===== src/rtl/pirq_pkg.sv =====
// Package: rate code encoding and the mapping from code to prescaler bit.
// Assumes the prescaler MSB toggles at 1 Hz and each lower bit doubles that rate.
package pirq_pkg;

    typedef enum logic [2:0] {
        RATE_OFF  = 3'd0,
        RATE_256  = 3'd1,
        RATE_64   = 3'd2,
        RATE_16   = 3'd3,
        RATE_4    = 3'd4,
        RATE_2    = 3'd5,
        RATE_1    = 3'd6,
        RATE_RSV  = 3'd7
    } rate_code_e;

    localparam int NUM_RATES = 6;
    localparam int MIN_PRE_W = 9;

    // Distance of the tap below the prescaler MSB for codes 1..6.
    function automatic int tap_depth(input int code);
        case (code)
            1:       return 8;
            2:       return 6;
            3:       return 4;
            4:       return 2;
            5:       return 1;
            default: return 0;
        endcase
    endfunction

endpackage


===== src/rtl/pirq_prescaler.sv =====
// Prescaler: a binary counter that advances on each base tick.
// It also reports, per bit, whether this tick will make that bit rise.
// The rise is taken from the carry chain, not from the previous bit value,
// so it does not depend on which bit is later selected.
// Assumes tick and clr are synchronous one-cycle strobes; clr wins over tick.
module pirq_prescaler #(
    parameter int PRE_W = 9
) (
    input  logic             clk,
    input  logic             rst_n,
    input  logic             tick,
    input  logic             clr,
    output logic [PRE_W-1:0] rise
);

    logic [PRE_W-1:0] cnt;
    logic             adv;

    assign adv = tick & ~clr;

    // Counter: restart on clr, advance on tick.
    always_ff @(posedge clk) begin
        if (!rst_n || clr) cnt <= '0;
        else if (tick)     cnt <= cnt + 1'b1;
    end

    // Per-bit rise: bit k goes 0->1 when it is 0 and all lower bits are 1.
    genvar k;
    generate
        for (k = 0; k < PRE_W; k++) begin : g_rise
            if (k == 0) begin : g_lsb
                assign rise[k] = adv & ~cnt[0];
            end else begin : g_up
                assign rise[k] = adv & ~cnt[k] & (&cnt[k-1:0]);
            end
        end
    endgenerate

endmodule


===== src/rtl/pirq_rate_sel.sv =====
// Rate selector: decodes the 3-bit rate code and picks the matching tap rise.
// Assumes PRE_W >= MIN_PRE_W. Codes 0 and 7 select nothing.
module pirq_rate_sel
    import pirq_pkg::*;
#(
    parameter int PRE_W = 9
) (
    input  logic [2:0]       code,
    input  logic [PRE_W-1:0] rise,
    output logic             hit,
    output logic             active
);

    logic [NUM_RATES:1] cand;

    genvar i;
    generate
        for (i = 1; i <= NUM_RATES; i++) begin : g_tap
            localparam int TAP = PRE_W - 1 - tap_depth(i);
            assign cand[i] = rise[TAP];
        end
    endgenerate

    // Decode: a valid code enables exactly one candidate.
    always_comb begin
        hit    = 1'b0;
        active = 1'b0;
        for (int c = 1; c <= NUM_RATES; c++) begin
            if (code == 3'(c)) begin
                hit    = cand[c];
                active = 1'b1;
            end
        end
    end

endmodule


===== src/rtl/pirq_top.sv =====
// Periodic interrupt generator top: control byte, event flag and irq gating.
// Assumes base ticks at 512 Hz for the nominal rates; bits 3:0 of the byte are not stored.
module pirq_top
    import pirq_pkg::*;
#(
    parameter int PRE_W = 9
) (
    input  logic       clk,
    input  logic       rst_n,
    input  logic       tick,
    input  logic       pre_clr,
    input  logic       wr_en,
    input  logic [7:0] wr_data,
    output logic [7:0] rd_data,
    output logic       irq
);

    localparam int FLAG_BIT = 7;
    localparam int SEL_LO   = 4;

    logic [PRE_W-1:0] rise;
    logic             hit;
    logic             active;
    logic [2:0]       code;
    logic             flag;

    pirq_prescaler #(.PRE_W(PRE_W)) u_pre (
        .clk   (clk),
        .rst_n (rst_n),
        .tick  (tick),
        .clr   (pre_clr),
        .rise  (rise)
    );

    pirq_rate_sel #(.PRE_W(PRE_W)) u_sel (
        .code   (code),
        .rise   (rise),
        .hit    (hit),
        .active (active)
    );

    // Rate code register: defaults to 1 Hz, loaded on any write.
    always_ff @(posedge clk) begin
        if (!rst_n)     code <= RATE_1;
        else if (wr_en) code <= wr_data[SEL_LO +: 3];
    end

    // Event flag: a set event wins; a write of 0 to the flag bit clears it.
    always_ff @(posedge clk) begin
        if (!rst_n)                        flag <= 1'b0;
        else if (hit)                      flag <= 1'b1;
        else if (wr_en && !wr_data[FLAG_BIT]) flag <= 1'b0;
    end

    assign rd_data = {flag, code, 4'b0000};
    assign irq     = flag & active;

endmodule


===== config.mk =====
export PLATFORM = sky130hd
export DESIGN_NAME = pirq_top
export DESIGN_NICKNAME = d
export VERILOG_FILES = /design/src/rtl/pirq_pkg.sv /design/src/rtl/pirq_prescaler.sv /design/src/rtl/pirq_rate_sel.sv /design/src/rtl/pirq_top.sv
export SDC_FILE = /design/constraint.sdc
export NUM_CORES = 1
export LEC_CHECK = 0
export ABC_CLOCK_PERIOD_IN_PS = 4050
export BUFFER_PORTS_ARGS = -buffer_cell sky130_fd_sc_hd__buf_2
export CORE_UTILIZATION = 51
export CTS_CLUSTER_DIAMETER = 50
export DETAILED_ROUTE_END_ITERATION = 12
export PLACE_DENSITY = 0.81
export SLEW_MARGIN = 10
export SYNTH_ARGS = -nofsm -noshare
export SYNTH_HDL_FRONTEND = slang
export SYNTH_SLANG_ARGS = --single-unit

===== constraint.sdc =====
create_clock -name clk -period 4.05 [get_ports clk]
set_input_delay 0 -clock clk [delete_from_list [all_inputs] [get_ports clk]]
set_output_delay 0 -clock clk [all_outputs]
set_load 0.02 [all_outputs]

==> results of run 1 <==
## registers in the layout, indices dropped and copies added (netlist names)
| name | count |
|---|---|
| flag | 1 |
| code | 3 |
| u_pre.cnt | 9 |
## through the flow
stage,cells,util [%],setup slack [ns]
finish,107,67.2,2.55
floorplan,78,-,2.70
global placement,99,61.5,2.63
detailed placement,99,61.5,2.59
CTS,107,67.2,2.56
global route,107,67.2,2.42
## layout by cell type (no fill, tap or decap), types with 3 or more instances in the layout
master	netlist	layout
sky130_fd_sc_hd__dfxtp_1	13	13
sky130_fd_sc_hd__buf_2	0	13
sky130_fd_sc_hd__nor2_1	7	7
sky130_fd_sc_hd__nand2_1	5	5
sky130_fd_sc_hd__nand3_1	4	4
sky130_fd_sc_hd__xor2_1	4	4
sky130_fd_sc_hd__mux2i_1	4	4
sky130_fd_sc_hd__conb_1	1	4
sky130_fd_sc_hd__dlygate4sd3_1	0	4
sky130_fd_sc_hd__nor3b_1	3	3
sky130_fd_sc_hd__clkbuf_4	0	3
## cell families after synthesis
group | Yosys count
AOI/OAI and AO/OA | 7
xor gates and xnor gates | 6
adders and majority gates | 1
buffers and inverters | 8
DFF | 13
muxes | 4
other | 1
and+or+nand+nor | 35
## report_power, final
part / total, W / internal, W / leakage (nW) / switching, W
clock: 0.0000776 / 0.0000381 / 0.0150 / 0.0000395
sequential: 0.000135 / 0.000130 / 0.106 / 0.00000409
combinational: 0.0000289 / 0.0000124 / 0.203 / 0.0000164
total: 0.000241 / 0.000181 / 0.324 / 0.0000600
## final timing paths
kind	to	slack, ns	depth (start not counted)
setup reg to reg	flag$_SDFFE_PN0P_	2.55	5
hold / removal	flag$_SDFFE_PN0P_	-0.001	3
setup / recovery	flag$_SDFFE_PN0P_	2.55	5
hold reg to reg	u_pre.cnt[8]$_SDFFE_PP0P_	0.49	2
## what timing repair did
action | 4_1_cts | 5_1_grt
hold buffers | 4 | 0
endpoints found under the hold margin | 3 | 0
resized for setup | 0 | 0
## final cells by class
class	instances	share of cell area (%)
multi-input combinational	57	47.1
clock buffer	4	3.34
sequential	13	33.1
tap	14	2.23
timing repair buffer	17	13.4
inverter	2	0.954
## worst max-delay path, stage by stage (launching register included)
cell	delay, ns
sky130_fd_sc_hd__dfxtp_1	0.38
sky130_fd_sc_hd__ha_1	0.22
sky130_fd_sc_hd__nand3_1	0.16
sky130_fd_sc_hd__a2111oi_2	0.30
sky130_fd_sc_hd__nor3b_1	0.11
sky130_fd_sc_hd__o41ai_2	0.22
## layer usage
metal	vias up	GRT usage, %	wire length, um
li1	290	-	-
met1	248	28.6	595
met2	19	38.1	660
met3	2	5.23	69
met4	0	10.3	10
met5	-	0	0
==> impl_metrics.toml, run 1 <==
[layout]
layout.area.seq_um2 = 260
area.growth.synth_to_final_pct = 16.5
n_fill_cell = 93
post-route-cell-area_um2 = 787
multi_input_area_um2 = 370
share_of_post_route_cells_with_drive_strength_above_1_pct = 20.4
num_antenna_cells = 0
num-nets-final = 108

[synth]
post_synth_mux_area_share_pct = 5.93
synth-xor-area-share_pct = 7.78
cell_types_with_the_largest_area_share_after_synthesis = "sky130_fd_sc_hd__dfxtp_1 39%, sky130_fd_sc_hd__mux2i_1 5.9%, sky130_fd_sc_hd__buf_4 5.6%, sky130_fd_sc_hd__xor2_1 5.2%, sky130_fd_sc_hd__nor2_1 3.9%"
synth_most_common_cell = "sky130_fd_sc_hd__dfxtp_1"
synth_top_area_cell = "sky130_fd_sc_hd__dfxtp_1"
synth-compound-area-share_pct = 8.70
yosys_register_bits = 13
post_synth.cell_area_avg_um2 = 9.01
gate_count_post_synth = 75
synth_flop_cell = "sky130_fd_sc_hd__dfxtp_1"
number_of_enable_flip_flop_cells_after_synthesis = 0
synth_async_sr_flop_share_pct = 0
synth_area_um2 = 676
post_synth_fa_ha_maj_area_fraction_pct = 1.85
synth_top_family_by_area = "simple AND/OR/NAND/NOR gates"
synth_top_cell_area_share_pct = 38.5
synth.top_cells.by_count = "13 x sky130_fd_sc_hd__dfxtp_1, 7 x sky130_fd_sc_hd__nor2_1, 5 x sky130_fd_sc_hd__buf_4, 5 x sky130_fd_sc_hd__nand2_1"
post_synth_num_cell_types = 29
synth-seq-area-share_pct = 38.5
yosys.area_share.simple_pct = 28.3
synthesis.yosys.warnings = 0

[cts]
path_clk_slew_ns = 0.07
cts_buffers = 3
clock-root-buffer = "sky130_fd_sc_hd__clkbuf_4"
clock_tree.htree_level_count = 1
cts.sink_count = 13
clkLatencyLatePin_ns = 0.27
cts_tree = "built"
cts_setup_buffers = 0
maximum_number_of_buffers_from_clock_root_to_sink = 2

[routing]
ant_nets = 0
drt_iter0_drc = 23
drt_drc_violations_left = 0
wire_length_per_cell_um = 12.5
drtPass1Iterations = 4
vias_per_std_cell = 5.22
vias = 559
wirelength_um = 1340

[die]
core_area_um2 = 1170
die_area_um2 = 1470
floorplan.die.height_um = 38.4
chipWidth_um = 38.4
rows = 12
initial_core_util_pct = 57.7
floorplan.io_pins = 22

[hold_path]
hold_path_class = "in -> reg"
timing.hold.worst.start = "wr_data[7]"

[placement]
dpl.hpwl_um = 871
gpl.final_weighted_congestion = 0.801
numPortBuffers = 13
dpl_cell_area_um2 = 721

[global_routing]
grt_antenna_before_repair = 0
grt_max_degree = 11
grt_pass1_vias = 487
first_pass_grt_wire_length_um = 2250
overall_fraction_of_global_route_tracks_in_use_pct = 23.2
grt_overflow_total = 0

[power_and_ir_drop]
power.leakage_nw = 0.324
power_density_nw_per_um2 = 306
power.total_w = 0.000241
peakVddDrop_mv = 0.179

[sta]
timing.final.hold_violations = 1
timing.fmax_mhz = 666
timing_max_transition_violations_final = 0
fin_worst_skew_ns = 0.000362
setup_viol = 0
finalSetupTns_ns = 0
finalCritPeriodShare_pct = 37.1
time_the_worst_path_needs_with_i_o_delays_and_setup_ns = 1.50
holdWs_ns = -0.00115
rsz0062_at_grt = "no"

[job]
drv.max_cap_violation_count = 0

[setup_path]
critical_path_class = "reg -> reg"
crit-reg2reg-launch = "u_pre.cnt[0]$_SDFFE_PP0P_"
setup.worst_path.start_class = "flop"
worst-endpoint-arrival_ns = 1.67
crit_fanout = 4
setup.worst_path.end_class = "flop"
crit_path_start = "u_pre.cnt[0]$_SDFFE_PP0P_"
critical_path_required_ns = 4.22

[outcome]
failed_checks = "negative hold slack"
run_status = "finished with violations"
(Power assumes the default switching activity.)
==> run 2, diff against run 1 <==
--- a/config.mk
+++ b/config.mk
@@ -5,12 +5,12 @@
 export SDC_FILE = /design/constraint.sdc
 export NUM_CORES = 1
 export LEC_CHECK = 0
-export ABC_CLOCK_PERIOD_IN_PS = 4050
+export ABC_CLOCK_PERIOD_IN_PS = 1600
 export BUFFER_PORTS_ARGS = -buffer_cell sky130_fd_sc_hd__buf_2
-export CORE_UTILIZATION = 51
+export CORE_UTILIZATION = 47
 export CTS_CLUSTER_DIAMETER = 50
 export DETAILED_ROUTE_END_ITERATION = 12
-export PLACE_DENSITY = 0.81
+export PLACE_DENSITY = 0.76
 export SLEW_MARGIN = 10
 export SYNTH_ARGS = -nofsm -noshare
 export SYNTH_HDL_FRONTEND = slang
==> constraint.sdc (replaced) <==
create_clock -name clk -period 1.6 [get_ports clk]
set_input_delay 0 -clock clk [delete_from_list [all_inputs] [get_ports clk]]
set_output_delay 0 -clock clk [all_outputs]
set_load 0.02 [all_outputs]
==> run 2 against run 1 <==
- the run now ends clean
- cell count increased by 0.93%
- worst setup slack got worse by 2.4 ns
- critical path depth unchanged
- total power increased to 2.5 times the previous value
- critical path type unchanged
- highest routed layer unchanged
==> impl_metrics.toml, run 2 (synthesis gave the netlist of run 1 again) <==
[outcome]
run_status = "complete, no violations"

[routing]
drtPass1Iterations = 4
drt_drc_violations_left = 0
drt_iter0_drc = 6
vias = 589
wirelength_um = 1310
vias_per_std_cell = 5.45
ant_nets = 0
wire_length_per_cell_um = 12.1

[global_routing]
grt_overflow_total = 0
overall_fraction_of_global_route_tracks_in_use_pct = 20.4
grt_max_degree = 11
first_pass_grt_wire_length_um = 2150
grt_antenna_before_repair = 0
grt_pass1_vias = 543

[cts]
clock-root-buffer = "sky130_fd_sc_hd__clkbuf_4"
cts_setup_buffers = 0
cts_buffers = 3
cts.sink_count = 13
clock_tree.htree_level_count = 1
cts_tree = "built"
clkLatencyLatePin_ns = 0.27
maximum_number_of_buffers_from_clock_root_to_sink = 2
path_clk_slew_ns = 0.07

[setup_path]
timing.critical_path.to = "flag$_SDFFE_PN0P_"
setup.worst_path.start_class = "flop"
worst-endpoint-arrival_ns = 1.65
crit_fanout = 4
critical_path_required_ns = 1.78
reg2reg_depth = 5
setup.worst_path.end_class = "flop"
reg2reg_slack_ns = 0.13
crit_path_start = "u_pre.cnt[0]$_SDFFE_PP0P_"
crit-reg2reg-launch = "u_pre.cnt[0]$_SDFFE_PP0P_"
worst_r2r_endpoint = "flag$_SDFFE_PN0P_"
critical_path_class = "reg -> reg"

[layout]
post-route-cell-area_um2 = 791
num_antenna_cells = 0
area.growth.synth_to_final_pct = 17.0
most_used_cells_in_the_layout_excluding_fill_and_tap_cells = "13 x sky130_fd_sc_hd__dfxtp_1, 13 x sky130_fd_sc_hd__buf_2, 7 x sky130_fd_sc_hd__nor2_1, 5 x sky130_fd_sc_hd__nand2_1"
largest-register = "u_pre.cnt"
n_fill_cell = 116
largest_reg_flops = 9
share_of_post_route_cells_with_drive_strength_above_1_pct = 21.5
num-nets-final = 108
largest_registers = "u_pre.cnt x9, code x3, flag x1"
fin_cells = 108

[power_and_ir_drop]
power.total_w = 0.000607
power.leakage_nw = 0.321
power_density_nw_per_um2 = 768
peakVddDrop_mv = 0.556

[die]
floorplan.die.height_um = 39.9
initial_core_util_pct = 51.3
floorplan.io_pins = 22
chipWidth_um = 39.9
die_area_um2 = 1590
core_area_um2 = 1320
rows = 13

[job]
drv.max_cap_violation_count = 0

[sta]
fin_worst_skew_ns = 0.000703
timing_max_transition_violations_final = 0
time_the_worst_path_needs_with_i_o_delays_and_setup_ns = 1.47
setup_viol = 0
rsz0062_at_grt = "no"
timing.final.hold_violations = 0
finalCritPeriodShare_pct = 92.2
finalSetupTns_ns = 0
finalWorstSetupSlack_ns = 0.125
timing.fmax_mhz = 678

[placement]
instance_count_after_placement_with_tap_cells_included = 100
placement_setup_slack_ns = 0.159
dpl.hpwl_um = 910
gpl.final_weighted_congestion = 0.751
dpl_cell_area_um2 = 722
numPortBuffers = 13

[hold_path]
hold_path_depth = 3
hold_path_class = "in -> reg"
[run 2: cell counts in the layout (fill, tap and decap cells not counted)]
No cell type changed its count.
[run 2: metrics by stage]
stage | hold WS [ns] | util [%]
3_5_place_dp | 0.218 | 54.8
2_1_floorplan | 0.0619 | -
3_3_place_gp | 0.211 | 54.8
4_1_cts | 0.0183 | 59.8
6_report | 0.0318 | 60.0
5_1_grt | 0.0360 | 60.0
[run 2: repair_timing]
item,CTS,global route
hold buffers,4,0
endpoints found under the hold margin,3,0
endpoints found under the setup margin,0,1
gates resized for setup,0,1
[run 2: power by group]
| part | internal (W) | switching [W] |
|---|---|---|
| logic | 0.0000316 | 0.0000410 |
| clock network | 0.0000964 | 0.0000973 |
| registers | 0.000330 | 0.0000106 |
| total | 0.000458 | 0.000149 |
[run 2: worst min-delay path by stage]
stage          startpoint                   end
3_3_place_gp        rst_n  code[1]$_SDFFE_PN1P_
5_1_grt             wr_en  code[1]$_SDFFE_PN1P_
6_report            wr_en  code[1]$_SDFFE_PN1P_
3_5_place_dp        rst_n  code[2]$_SDFFE_PN1P_
2_1_floorplan       rst_n  code[1]$_SDFFE_PN1P_
4_1_cts        wr_data[4]  code[0]$_SDFFE_PN0P_
[run 2: final cells by class]
cell class	count	area, um^2	area share (%)
timing repair buffer	17	105	13.3
clock buffer	4	26.3	3.32
tap	15	18.8	2.37
sequential	13	260	32.9
multi-input combinational	57	373	47.2
inverter	2	7.51	0.949
[run 2: per-layer routing]
metal  global-route usage, %  vias to the layer above  routed length, um
met5                       0                        -                  0
met4                    12.9                        0                 12
met3                    5.68                        2                 41
met2                    33.1                       12                659
met1                    23.1                      281                593
li1                        -                      294                  -
[run 2: worst max-delay path, stage by stage (launching register included)]
cell                        delay (ns)
sky130_fd_sc_hd__dfxtp_1          0.40
sky130_fd_sc_hd__ha_2             0.23
sky130_fd_sc_hd__nand3_1          0.15
sky130_fd_sc_hd__a2111oi_2        0.30
sky130_fd_sc_hd__nor3b_1          0.11
sky130_fd_sc_hd__o41ai_2          0.20
==> run 3, diff against run 2 <==
--- a/config.mk
+++ b/config.mk
@@ -5,9 +5,10 @@
 export SDC_FILE = /design/constraint.sdc
 export NUM_CORES = 1
 export LEC_CHECK = 0
+export ABC_AREA = 1
 export ABC_CLOCK_PERIOD_IN_PS = 1600
 export BUFFER_PORTS_ARGS = -buffer_cell sky130_fd_sc_hd__buf_2
-export CORE_UTILIZATION = 47
+export CORE_UTILIZATION = 48
 export CTS_CLUSTER_DIAMETER = 50
 export DETAILED_ROUTE_END_ITERATION = 12
 export PLACE_DENSITY = 0.76
==> run 3 against run 2 <==
- combinational power is 31% higher
- via count is 28% higher
- fmax is 2.0% higher
- worst setup slack better by 0.029 ns
- clock skew is 0.0074 ns higher
- total power is 4.7% higher
- register-to-register slack better by 0.14 ns
- largest cell class unchanged
- global-route usage is 4.5 points higher
- die area is 4.6% higher
==> impl_metrics.toml, run 3 <==
[outcome]
run_status = "complete, no violations"

[synth]
synth_top_cell_area_share_pct = 36.0
synthesis.yosys.warnings = 0
synth_top_area_cell = "sky130_fd_sc_hd__dfxtp_1"
synth_area_um2 = 723
synth_most_common_cell = "sky130_fd_sc_hd__nand2_1"
post_synth.cell_area_avg_um2 = 6.76
post_synth_num_cell_types = 21
cell_types_with_the_largest_area_share_after_synthesis = "sky130_fd_sc_hd__dfxtp_1 36%, sky130_fd_sc_hd__nand2_1 12%, sky130_fd_sc_hd__inv_1 7.8%, sky130_fd_sc_hd__a21oi_1 5.5%, sky130_fd_sc_hd__buf_4 5.2%"
number_of_enable_flip_flop_cells_after_synthesis = 0
synth.top_cells.by_count = "23 x sky130_fd_sc_hd__nand2_1, 15 x sky130_fd_sc_hd__inv_1, 13 x sky130_fd_sc_hd__dfxtp_1"
gate_count_post_synth = 107
synth-seq-area-share_pct = 36.0
synth_flop_cell = "sky130_fd_sc_hd__dfxtp_1"
yosys_register_bits = 13
synth_async_sr_flop_share_pct = 0

[placement]
numPortBuffers = 13
gpl.final_weighted_congestion = 0.771
instance_count_after_placement_with_tap_cells_included = 133
placement_setup_slack_ns = 0.303
dpl.hpwl_um = 1140

[global_routing]
overall_fraction_of_global_route_tracks_in_use_pct = 24.9
grt_antenna_before_repair = 0
grt_overflow_total = 0
grtUsageMet2_pct = 40.6
grt_pass1_vias = 615
global_route.usage.met3_pct = 10.9
grt_max_degree = 8
groute.layer.met1.usage_pct = 27.7
top_usage_layer = "met2"
first_pass_grt_wire_length_um = 2570

[power_and_ir_drop]
power.leakage_nw = 0.402
power_density_nw_per_um2 = 709
peakVddDrop_mv = 0.523

[layout]
largest-register = "u_pre.cnt"
num-nets-final = 146
num_antenna_cells = 0
area.growth.synth_to_final_pct = 24.0
largest_reg_flops = 9
most_used_cells_in_the_layout_excluding_fill_and_tap_cells = "23 x sky130_fd_sc_hd__nand2_1, 15 x sky130_fd_sc_hd__inv_1, 13 x sky130_fd_sc_hd__dfxtp_1, 13 x sky130_fd_sc_hd__buf_2, 10 x sky130_fd_sc_hd__nor2_1"
largest_registers = "u_pre.cnt x9, code x3, flag x1"
fin_cells = 146
share_of_post_route_cells_with_drive_strength_above_1_pct = 16.8
layout_commonest_cell = "sky130_fd_sc_hd__nand2_1"

[cts]
cts_setup_buffers = 0
clock_tree.htree_level_count = 1
clock-root-buffer = "sky130_fd_sc_hd__clkbuf_4"
cts_tree = "built"
cts.sink_count = 13
clkLatencyLatePin_ns = 0.28
maximum_number_of_buffers_from_clock_root_to_sink = 2
path_clk_slew_ns = 0.08
cts_buffers = 3

[setup_path]
setup.worst_path.start_class = "primary input"
worst-endpoint-arrival_ns = 1.60
setup.worst_path.end_class = "flop"
critical_path_required_ns = 1.76
crit_fanout = 5
critical_path_class = "in -> reg"

[routing]
drt_drc_violations_left = 0
vias_per_std_cell = 5.18
vias = 756
drtPass1Iterations = 4
wire_length_per_cell_um = 12.4
wirelength_um = 1810
drt_iter0_drc = 29
ant_nets = 0

[sta]
finalCritPeriodShare_pct = 90.4
fin_worst_skew_ns = 0.00807
rsz0062_at_grt = "no"
timing_max_transition_violations_final = 0
setup_viol = 0
timing.final.hold_violations = 0
time_the_worst_path_needs_with_i_o_delays_and_setup_ns = 1.45
timing.fmax_mhz = 692
holdWs_ns = 0.0142
finalWorstSetupSlack_ns = 0.154
finalSetupTns_ns = 0

[die]
initial_core_util_pct = 53.6
die_area_um2 = 1670
core_area_um2 = 1350
floorplan.die.height_um = 40.8
floorplan.io_pins = 22
chipWidth_um = 40.8
rows = 13

[job]
drv.max_cap_violation_count = 0

[hold_path]
hold_path_class = "in -> reg"
-- run 3: cell types whose count changed after synthesis, sizes merged, moves of 4 or more --
| cell | previous run | this run |
|---|---|---|
| a21oi | 2 | 8 |
| mux2i | 4 | 0 |
| nor3 | 1 | 6 |
| inv | 2 | 16 |
| nor2 | 7 | 13 |
| xor2 | 4 | 0 |
| nand2 | 5 | 24 |
| o21ai | 2 | 7 |
-- run 3: power breakdown --
group | switching [W] | leakage (nW) | internal (W) | total, W
Clock | 0.000104 | 0.0150 | 0.0000967 | 0.000200
Combinational | 0.0000577 | 0.281 | 0.0000374 | 0.0000951
Sequential | 0.00000877 | 0.106 | 0.000332 | 0.000340
-- run 3: what timing repair did --
action	CTS	global route
hold buffers	9	0
endpoints found under the hold margin	5	0
gates resized for setup	0	0
-- run 3: worst max-delay path, stage by stage --
cell	delay, ns
sky130_fd_sc_hd__dlygate4sd3_1	0.57
sky130_fd_sc_hd__buf_2	0.17
sky130_fd_sc_hd__a21oi_1	0.17
sky130_fd_sc_hd__dlygate4sd3_1	0.61
sky130_fd_sc_hd__o21ai_0	0.09
-- run 3: cell type report --
type                       instances  area (um^2)
fill                             140          453
multi-input combinational         76          377
sequential                        13          260
timing repair buffer              22          155
inverter                          16         60.1
clock buffer                       4         26.3
tap                               15         18.8
-- run 3: logic make-up (layout without fill, tap and decap cells) --
family | Yosys count | in the layout | synth area share [%]
AO/OA/AOI/OAI | 18 | 18 | 13.1
XOR/XNOR | 1 | 1 | 1.21
adder cells (fa/ha/maj) | 1 | 1 | 1.73
buffers and inverters | 21 | 42 | 13.5
flip-flops | 13 | 13 | 36.0
other | 1 | 4 | 0.519
AND/OR/NAND/NOR | 52 | 52 | 33.9
-- run 3: path summary, 6_finish.rpt --
kind,from,end,slack (ns),cells after the start
worst max-delay path,wr_en,code[1]$_SDFFE_PN1P_,0.15,5
worst min-delay path,wr_data[4],code[0]$_SDFFE_PN0P_,0.01,3
worst max register to register,u_pre.cnt[0]$_SDFFE_PP0P_,u_pre.cnt[8]$_SDFFE_PP0P_,0.27,9
worst min register to register,u_pre.cnt[5]$_SDFFE_PP0P_,u_pre.cnt[5]$_SDFFE_PP0P_,0.47,2
-- run 3: metal layers --
| metal | share of wire [%] | vias to the layer above |
|---|---|---|
| met3 | 7.2 | 6 |
| met1 | 40 | 328 |
| li1 | - | 383 |
| met4 | 3.6 | 0 |
| met2 | 49 | 39 |
| met5 | 0 | - |
-- run 3: through the flow --
step	util [%]	area (um^2)	total power (W)
floorplan	-	734	0.000401
global placement	57.8	781	0.000420
detailed placement	57.8	781	0.000421
CTS	66.5	897	0.000637
global route	66.5	897	0.000667
finish	66.5	897	0.000636
